### config.mk
export PLATFORM = sky130hd
export DESIGN_NAME = pmux_port
export DESIGN_NICKNAME = d
export VERILOG_FILES = /design/src/rtl/pmux_pkg.sv /design/src/rtl/pmux_sync.sv /design/src/rtl/pmux_regs.sv /design/src/rtl/pmux_route.sv /design/src/rtl/pmux_port.sv
export SDC_FILE = /design/constraint.sdc
export NUM_CORES = 1
export LEC_CHECK = 0
export ABC_CLOCK_PERIOD_IN_PS = 2900
export BUFFER_PORTS_ARGS = -buffer_cell sky130_fd_sc_hd__buf_2
export CORE_MARGIN = 2
export CORE_UTILIZATION = 50
export DETAILED_ROUTE_END_ITERATION = 16
export PLACE_DENSITY = 0.88
export SETUP_SLACK_MARGIN = 0.05
export SLEW_MARGIN = 40
export SYNTH_ARGS = -nofsm -noshare
export SYNTH_HDL_FRONTEND = slang
export SYNTH_SLANG_ARGS = --single-unit
export TNS_END_PERCENT = 20
### constraint.sdc
create_clock -name clk -period 2.9 [get_ports clk]
set_input_delay 0.87 -clock clk [delete_from_list [all_inputs] [get_ports clk]]
set_output_delay 0.87 -clock clk [all_outputs]
set_load 0.05 [all_outputs]
### src/rtl/pmux_pkg.sv
package pmux_pkg;
    localparam int ADDR_W = 2;

    typedef enum logic [ADDR_W-1:0] {
        SEL_LATCH = 2'd0,
        SEL_PINS  = 2'd1,
        SEL_DIR   = 2'd2,
        SEL_NONE  = 2'd3
    } reg_sel_e;
endpackage

### src/rtl/pmux_sync.sv
module pmux_sync #(
    parameter int W      = 8,
    parameter int STAGES = 2
) (
    input  logic         clk,
    input  logic         rst_n,
    input  logic [W-1:0] raw_i,
    output logic [W-1:0] sync_o
);
    logic [W-1:0] stage_q [STAGES];

    always_ff @(posedge clk or negedge rst_n) begin
        if (!rst_n) begin
            for (int s = 0; s < STAGES; s++) stage_q[s] <= '0;
        end else begin
            stage_q[0] <= raw_i;
            for (int s = 1; s < STAGES; s++) stage_q[s] <= stage_q[s-1];
        end
    end

    assign sync_o = stage_q[STAGES-1];
endmodule

### src/rtl/pmux_regs.sv
module pmux_regs
    import pmux_pkg::*;
#(
    parameter int W = 8
) (
    input  logic              clk,
    input  logic              rst_n,
    input  logic [ADDR_W-1:0] addr,
    input  logic              wr_en,
    input  logic [W-1:0]      wdata,
    input  logic [W-1:0]      pins_sync,
    output logic [W-1:0]      latch_q,
    output logic [W-1:0]      dir_q,
    output logic [W-1:0]      rdata
);
    reg_sel_e     sel;
    logic [W-1:0] rd_next;

    assign sel = reg_sel_e'(addr);

    always_ff @(posedge clk or negedge rst_n) begin
        if (!rst_n) begin
            latch_q <= '0;
            dir_q   <= '0;
        end else if (wr_en) begin
            unique case (sel)
                SEL_LATCH: latch_q <= wdata;
                SEL_DIR:   dir_q   <= wdata;
                SEL_PINS, SEL_NONE: ;
            endcase
        end
    end

    always_comb begin
        unique case (sel)
            SEL_LATCH: rd_next = (dir_q & latch_q) | (~dir_q & pins_sync);
            SEL_PINS:  rd_next = pins_sync;
            SEL_DIR:   rd_next = dir_q;
            SEL_NONE:  rd_next = '0;
        endcase
    end

    always_ff @(posedge clk or negedge rst_n) begin
        if (!rst_n) rdata <= '0;
        else        rdata <= rd_next;
    end
endmodule

### src/rtl/pmux_route.sv
module pmux_route #(
    parameter int W     = 8,
    parameter int SPI_W = 4
) (
    input  logic [W-1:0]     latch_q,
    input  logic [W-1:0]     dir_q,
    input  logic             spi_en,
    input  logic [SPI_W-1:0] spi_oe,
    input  logic [SPI_W-1:0] spi_out,
    input  logic [1:0]       uart_tx_en,
    input  logic [1:0]       uart_tx_out,
    input  logic [1:0]       uart_rx_en,
    output logic [W-1:0]     pin_oe,
    output logic [W-1:0]     pin_out
);
    localparam int SPI_LO = W - SPI_W;

    for (genvar i = 0; i < W; i++) begin : g_pin
        if (i >= SPI_LO) begin : g_spi
            assign pin_oe[i]  = spi_en ? spi_oe[i-SPI_LO]  : dir_q[i];
            assign pin_out[i] = spi_en ? spi_out[i-SPI_LO] : latch_q[i];
        end else if (i == 3 || i == 1) begin : g_tx
            localparam int CH = (i == 3) ? 1 : 0;
            assign pin_oe[i]  = uart_tx_en[CH] | dir_q[i];
            assign pin_out[i] = uart_tx_en[CH] ? uart_tx_out[CH] : latch_q[i];
        end else if (i == 2 || i == 0) begin : g_rx
            localparam int CH = (i == 2) ? 1 : 0;
            assign pin_oe[i]  = ~uart_rx_en[CH] & dir_q[i];
            assign pin_out[i] = latch_q[i];
        end else begin : g_plain
            assign pin_oe[i]  = dir_q[i];
            assign pin_out[i] = latch_q[i];
        end
    end
endmodule

### src/rtl/pmux_port.sv
module pmux_port
    import pmux_pkg::*;
#(
    parameter int PORT_W = 8
) (
    input  logic              clk,
    input  logic              rst_n,
    input  logic [ADDR_W-1:0] addr,
    input  logic              wr_en,
    input  logic [PORT_W-1:0] wdata,
    output logic [PORT_W-1:0] rdata,
    input  logic              spi_en,
    input  logic [3:0]        spi_oe,
    input  logic [3:0]        spi_out,
    input  logic [1:0]        uart_tx_en,
    input  logic [1:0]        uart_tx_out,
    input  logic [1:0]        uart_rx_en,
    input  logic [PORT_W-1:0] pin_in,
    output logic [PORT_W-1:0] pin_oe,
    output logic [PORT_W-1:0] pin_out
);
    localparam int SPI_W = 4;

    logic [PORT_W-1:0] pins_sync;
    logic [PORT_W-1:0] latch_q;
    logic [PORT_W-1:0] dir_q;

    pmux_sync #(.W(PORT_W), .STAGES(2)) u_sync (
        .clk    (clk),
        .rst_n  (rst_n),
        .raw_i  (pin_in),
        .sync_o (pins_sync)
    );

    pmux_regs #(.W(PORT_W)) u_regs (
        .clk       (clk),
        .rst_n     (rst_n),
        .addr      (addr),
        .wr_en     (wr_en),
        .wdata     (wdata),
        .pins_sync (pins_sync),
        .latch_q   (latch_q),
        .dir_q     (dir_q),
        .rdata     (rdata)
    );

    pmux_route #(.W(PORT_W), .SPI_W(SPI_W)) u_route (
        .latch_q     (latch_q),
        .dir_q       (dir_q),
        .spi_en      (spi_en),
        .spi_oe      (spi_oe),
        .spi_out     (spi_out),
        .uart_tx_en  (uart_tx_en),
        .uart_tx_out (uart_tx_out),
        .uart_rx_en  (uart_rx_en),
        .pin_oe      (pin_oe),
        .pin_out     (pin_out)
    );
endmodule

==> qor.json <==
{
  "timing": {
    "hold_violations": 0,
    "total_neg_setup_slack_ns": 0,
    "post-route-min-period_ns": 2.526,
    "finalSetupViolations": 0,
    "report.final.slew_viol_count": 0,
    "fmaxAchievable_ghz": 0.3959,
    "rsz0062_at_grt": "no",
    "timing.slew.headroom_pct": 64.90,
    "worst_pin_slew_ns": 0.5259,
    "finalClockSkew_ns": 0.01481,
    "post_route_clock_period_utilization_pct": 87.09
  },
  "flow_run": {
    "max_cap_viol_count": 0
  },
  "yosys": {
    "syn_inst": 110,
    "post_synth_main_area_contributors": "sky130_fd_sc_hd__dfrtp_1 63%, sky130_fd_sc_hd__mux2_2 16%, sky130_fd_sc_hd__mux2i_1 5.0%, sky130_fd_sc_hd__nor2b_1 3.9%, sky130_fd_sc_hd__nand2b_1 3.2%",
    "yosysWarnings": 0,
    "yosys_cell_types": 14,
    "synth_simple_gate_area_share_pct": 11.43,
    "yosys-mux-area-fraction_pct": 23.48,
    "synth_top_family_by_area": "multiplexers",
    "post-synth-top-area-cell": "sky130_fd_sc_hd__dfrtp_1",
    "most_common_cell_in_the_synthesized_netlist": "sky130_fd_sc_hd__dfrtp_1",
    "synth_xor_area_share_pct": 0,
    "syn_nets": 146,
    "synth-seq-cells": 40,
    "ys_async_sr_fraction_pct": 100.0,
    "synth-compound-area-share_pct": 0,
    "post_synth_instance_area_um2": 1588,
    "synth-main-ff-cell": "sky130_fd_sc_hd__dfrtp_1",
    "syn-mean-instance-area_um2": 14.43,
    "synth-adder-area-share_pct": 0,
    "synth_seq_area_share_pct": 63.04,
    "synth.top_cells.by_count": "40 x sky130_fd_sc_hd__dfrtp_1, 23 x sky130_fd_sc_hd__mux2_2, 10 x sky130_fd_sc_hd__nor2b_1",
    "synth_edf_count": 0,
    "synthDominantCellAreaShare_pct": 63.04
  },
  "floorplan": {
    "ioPinCount": 60,
    "fp.dieArea_um2": 3642,
    "die_height_um": 60.35,
    "starting_density_pct": 52.44,
    "dieWidth_um": 60.35,
    "core_area_um2": 3028,
    "rows": 20
  },
  "clock_tree": {
    "clock_buffers_created_by_tritoncts": 5,
    "clk_pin_slew_worst_paths_ns": 0.11,
    "worst_skew_late_latency_ns": 0.34,
    "tritoncts_num_sinks": 40,
    "tritoncts_clock_tree": "done",
    "h_tree_levels": 2,
    "count_of_buffers_added_by_post_cts_timing_repair_for_setup": 0,
    "cts_repair_resize_count": 0,
    "cts_root_buffer": "sky130_fd_sc_hd__clkbuf_4",
    "cts_max_path_buffers": 2,
    "cts_hold_repair.buffers": 0
  },
  "drt": {
    "post_drt_wl_per_cell_um": 14.12,
    "drt_wl_total_mm": 3.036,
    "route.antenna.remaining_nets": 0,
    "detail_route.iter0.violations": 18,
    "drc": 0,
    "dr_total_vias": 1032,
    "routed_via_count_divided_by_cell_count": 4.800,
    "first_pass_iters": 4
  },
  "pwr": {
    "ir_drop_mv": 0.4316,
    "power.static_leakage_nw": 0.9693,
    "power_per_cell_area_nw_per_um2": 718.6
  },
  "final_layout": {
    "nNetsFinal": 206,
    "flow.area_growth_from_synthesis_pct": 26.16,
    "fraction_of_final_layout_cells_with_drive_strength_greater_than_1_pct": 54.39,
    "finalNonFillerCells": 215,
    "insertedDiodeCount": 0
  },
  "placement": {
    "dp.cells": 207,
    "gp_congestion": 0.6939,
    "port_buffers": 59,
    "detailed_place_hpwl_mm": 2.192
  },
  "grt": {
    "gr_usage_total_pct": 18.50,
    "antenna_violations_before_repair": 0,
    "first_global_vias": 1122,
    "grt_first_pass_wirelength_mm": 4.726,
    "total_congestion_overflow_after_global_routing": 0,
    "pin_count_of_the_biggest_net_entering_global_routing": 41
  },
  "worst_setup_path": {
    "critical_path.endpoint_type": "output port",
    "worst_ep_required_time_ns": 2.03,
    "critical_path.max_fanout": 8,
    "worst_ep_arrival_time_ns": 1.66,
    "timing_worst_setup_path_type": "in -> out",
    "startpoint_type": "input port"
  },
  "run_status": {
    "outcome": "completed"
  },
  "worst_hold_path": {
    "worstHoldPathType": "reg -> reg"
  }
}
[final cells by class]
| cell class | count | area [µm²] |
|---|---|---|
| repair buffers | 59 | 297.8 |
| flip-flops and latches | 40 | 1001 |
| clock inverters | 1 | 30.03 |
| well taps | 44 | 55.05 |
| multi-input cells | 64 | 554.3 |
| clock buffers | 7 | 65.06 |
| fillers | 228 | 1025 |
[state kept, by name, indices dropped and copies added, names as in the netlist]
register	count
u_regs.dir_q	8
u_regs.latch_q	8
u_regs.rdata	8
u_sync.stage_q	8
u_sync.sync_o	8
[logic make-up after synthesis]
group	count (synthesis)
buffers and inverters	6
DFF	40
and+or+nand+nor	30
muxes	34
[final timing paths]
path | from | to | slack, ns | depth (start not counted)
worst min register to register | u_sync.stage_q[10]$_DFF_PN0_ | u_sync.sync_o[2]$_DFF_PN0_ | 0.36 | 0
worst max register to register | u_regs.dir_q[6]$_DFFE_PN0P_ | u_regs.rdata[6]$_DFF_PN0_ | 2.06 | 2
worst min-delay path | u_sync.stage_q[10]$_DFF_PN0_ | u_sync.sync_o[2]$_DFF_PN0_ | 0.36 | 0
worst max-delay path | spi_en | pin_oe[6] | 0.37 | 3
min in group asynchronous | rst_n | u_regs.latch_q[4]$_DFFE_PN0P_ | 0.48 | 1
max in group asynchronous | rst_n | u_sync.sync_o[5]$_DFF_PN0_ | 2.07 | 1
[layer usage]
layer  track usage [%]  vias up  routed length (µm)
li1                  -      486                   -
met1             19.23      505                1166
met2             33.07       35                1640
met3             6.183        6                 181
met4             9.524        0                  48
met5                 0        -                   0
[worst max-delay path, stage by stage]
cell and delay, ns:
sky130_fd_sc_hd__buf_2 0.20, sky130_fd_sc_hd__mux2_2 0.37, sky130_fd_sc_hd__buf_2 0.22
[cell usage in the layout (no fill, tap or decap)]
cell type,count
sky130_fd_sc_hd__buf_2,58
sky130_fd_sc_hd__buf_4,1
sky130_fd_sc_hd__bufinv_16,1
sky130_fd_sc_hd__clkbuf_4,5
sky130_fd_sc_hd__clkbuf_8,2
sky130_fd_sc_hd__dfrtp_1,40
sky130_fd_sc_hd__mux2_1,3
sky130_fd_sc_hd__mux2_2,23
sky130_fd_sc_hd__mux2i_1,8
sky130_fd_sc_hd__nand2b_1,8
sky130_fd_sc_hd__nand3b_1,1
sky130_fd_sc_hd__nor2_1,8
sky130_fd_sc_hd__nor2b_1,10
sky130_fd_sc_hd__nor3b_4,1
sky130_fd_sc_hd__or2_2,2
[power by group]
part	switching, mW	internal [mW]	leakage [nW]
logic	0.253	0.126	0.443
clock network	0.169	0.229	0.0515
registers	0.0354	0.626	0.475
total	0.458	0.981	0.969
[stage by stage]
| step | instance area [µm²] | power, mW | hold WS (ns) | utilization (%) | setup WS, ns |
|---|---|---|---|---|---|
| floorplan | 1588 | 0.9600 | 0.3312 | - | 0.3993 |
| global placement | 1906 | 1.038 | 0.3322 | 62.93 | 0.4210 |
| detailed placement | 1906 | 1.056 | 0.3364 | 62.93 | 0.3704 |
| CTS | 2001 | 1.457 | 0.3630 | 66.07 | 0.3700 |
| global route | 2003 | 1.511 | 0.3750 | 66.16 | 0.3469 |
| finish | 2003 | 1.439 | 0.3620 | 66.16 | 0.3743 |
(Power assumes the default switching activity.)
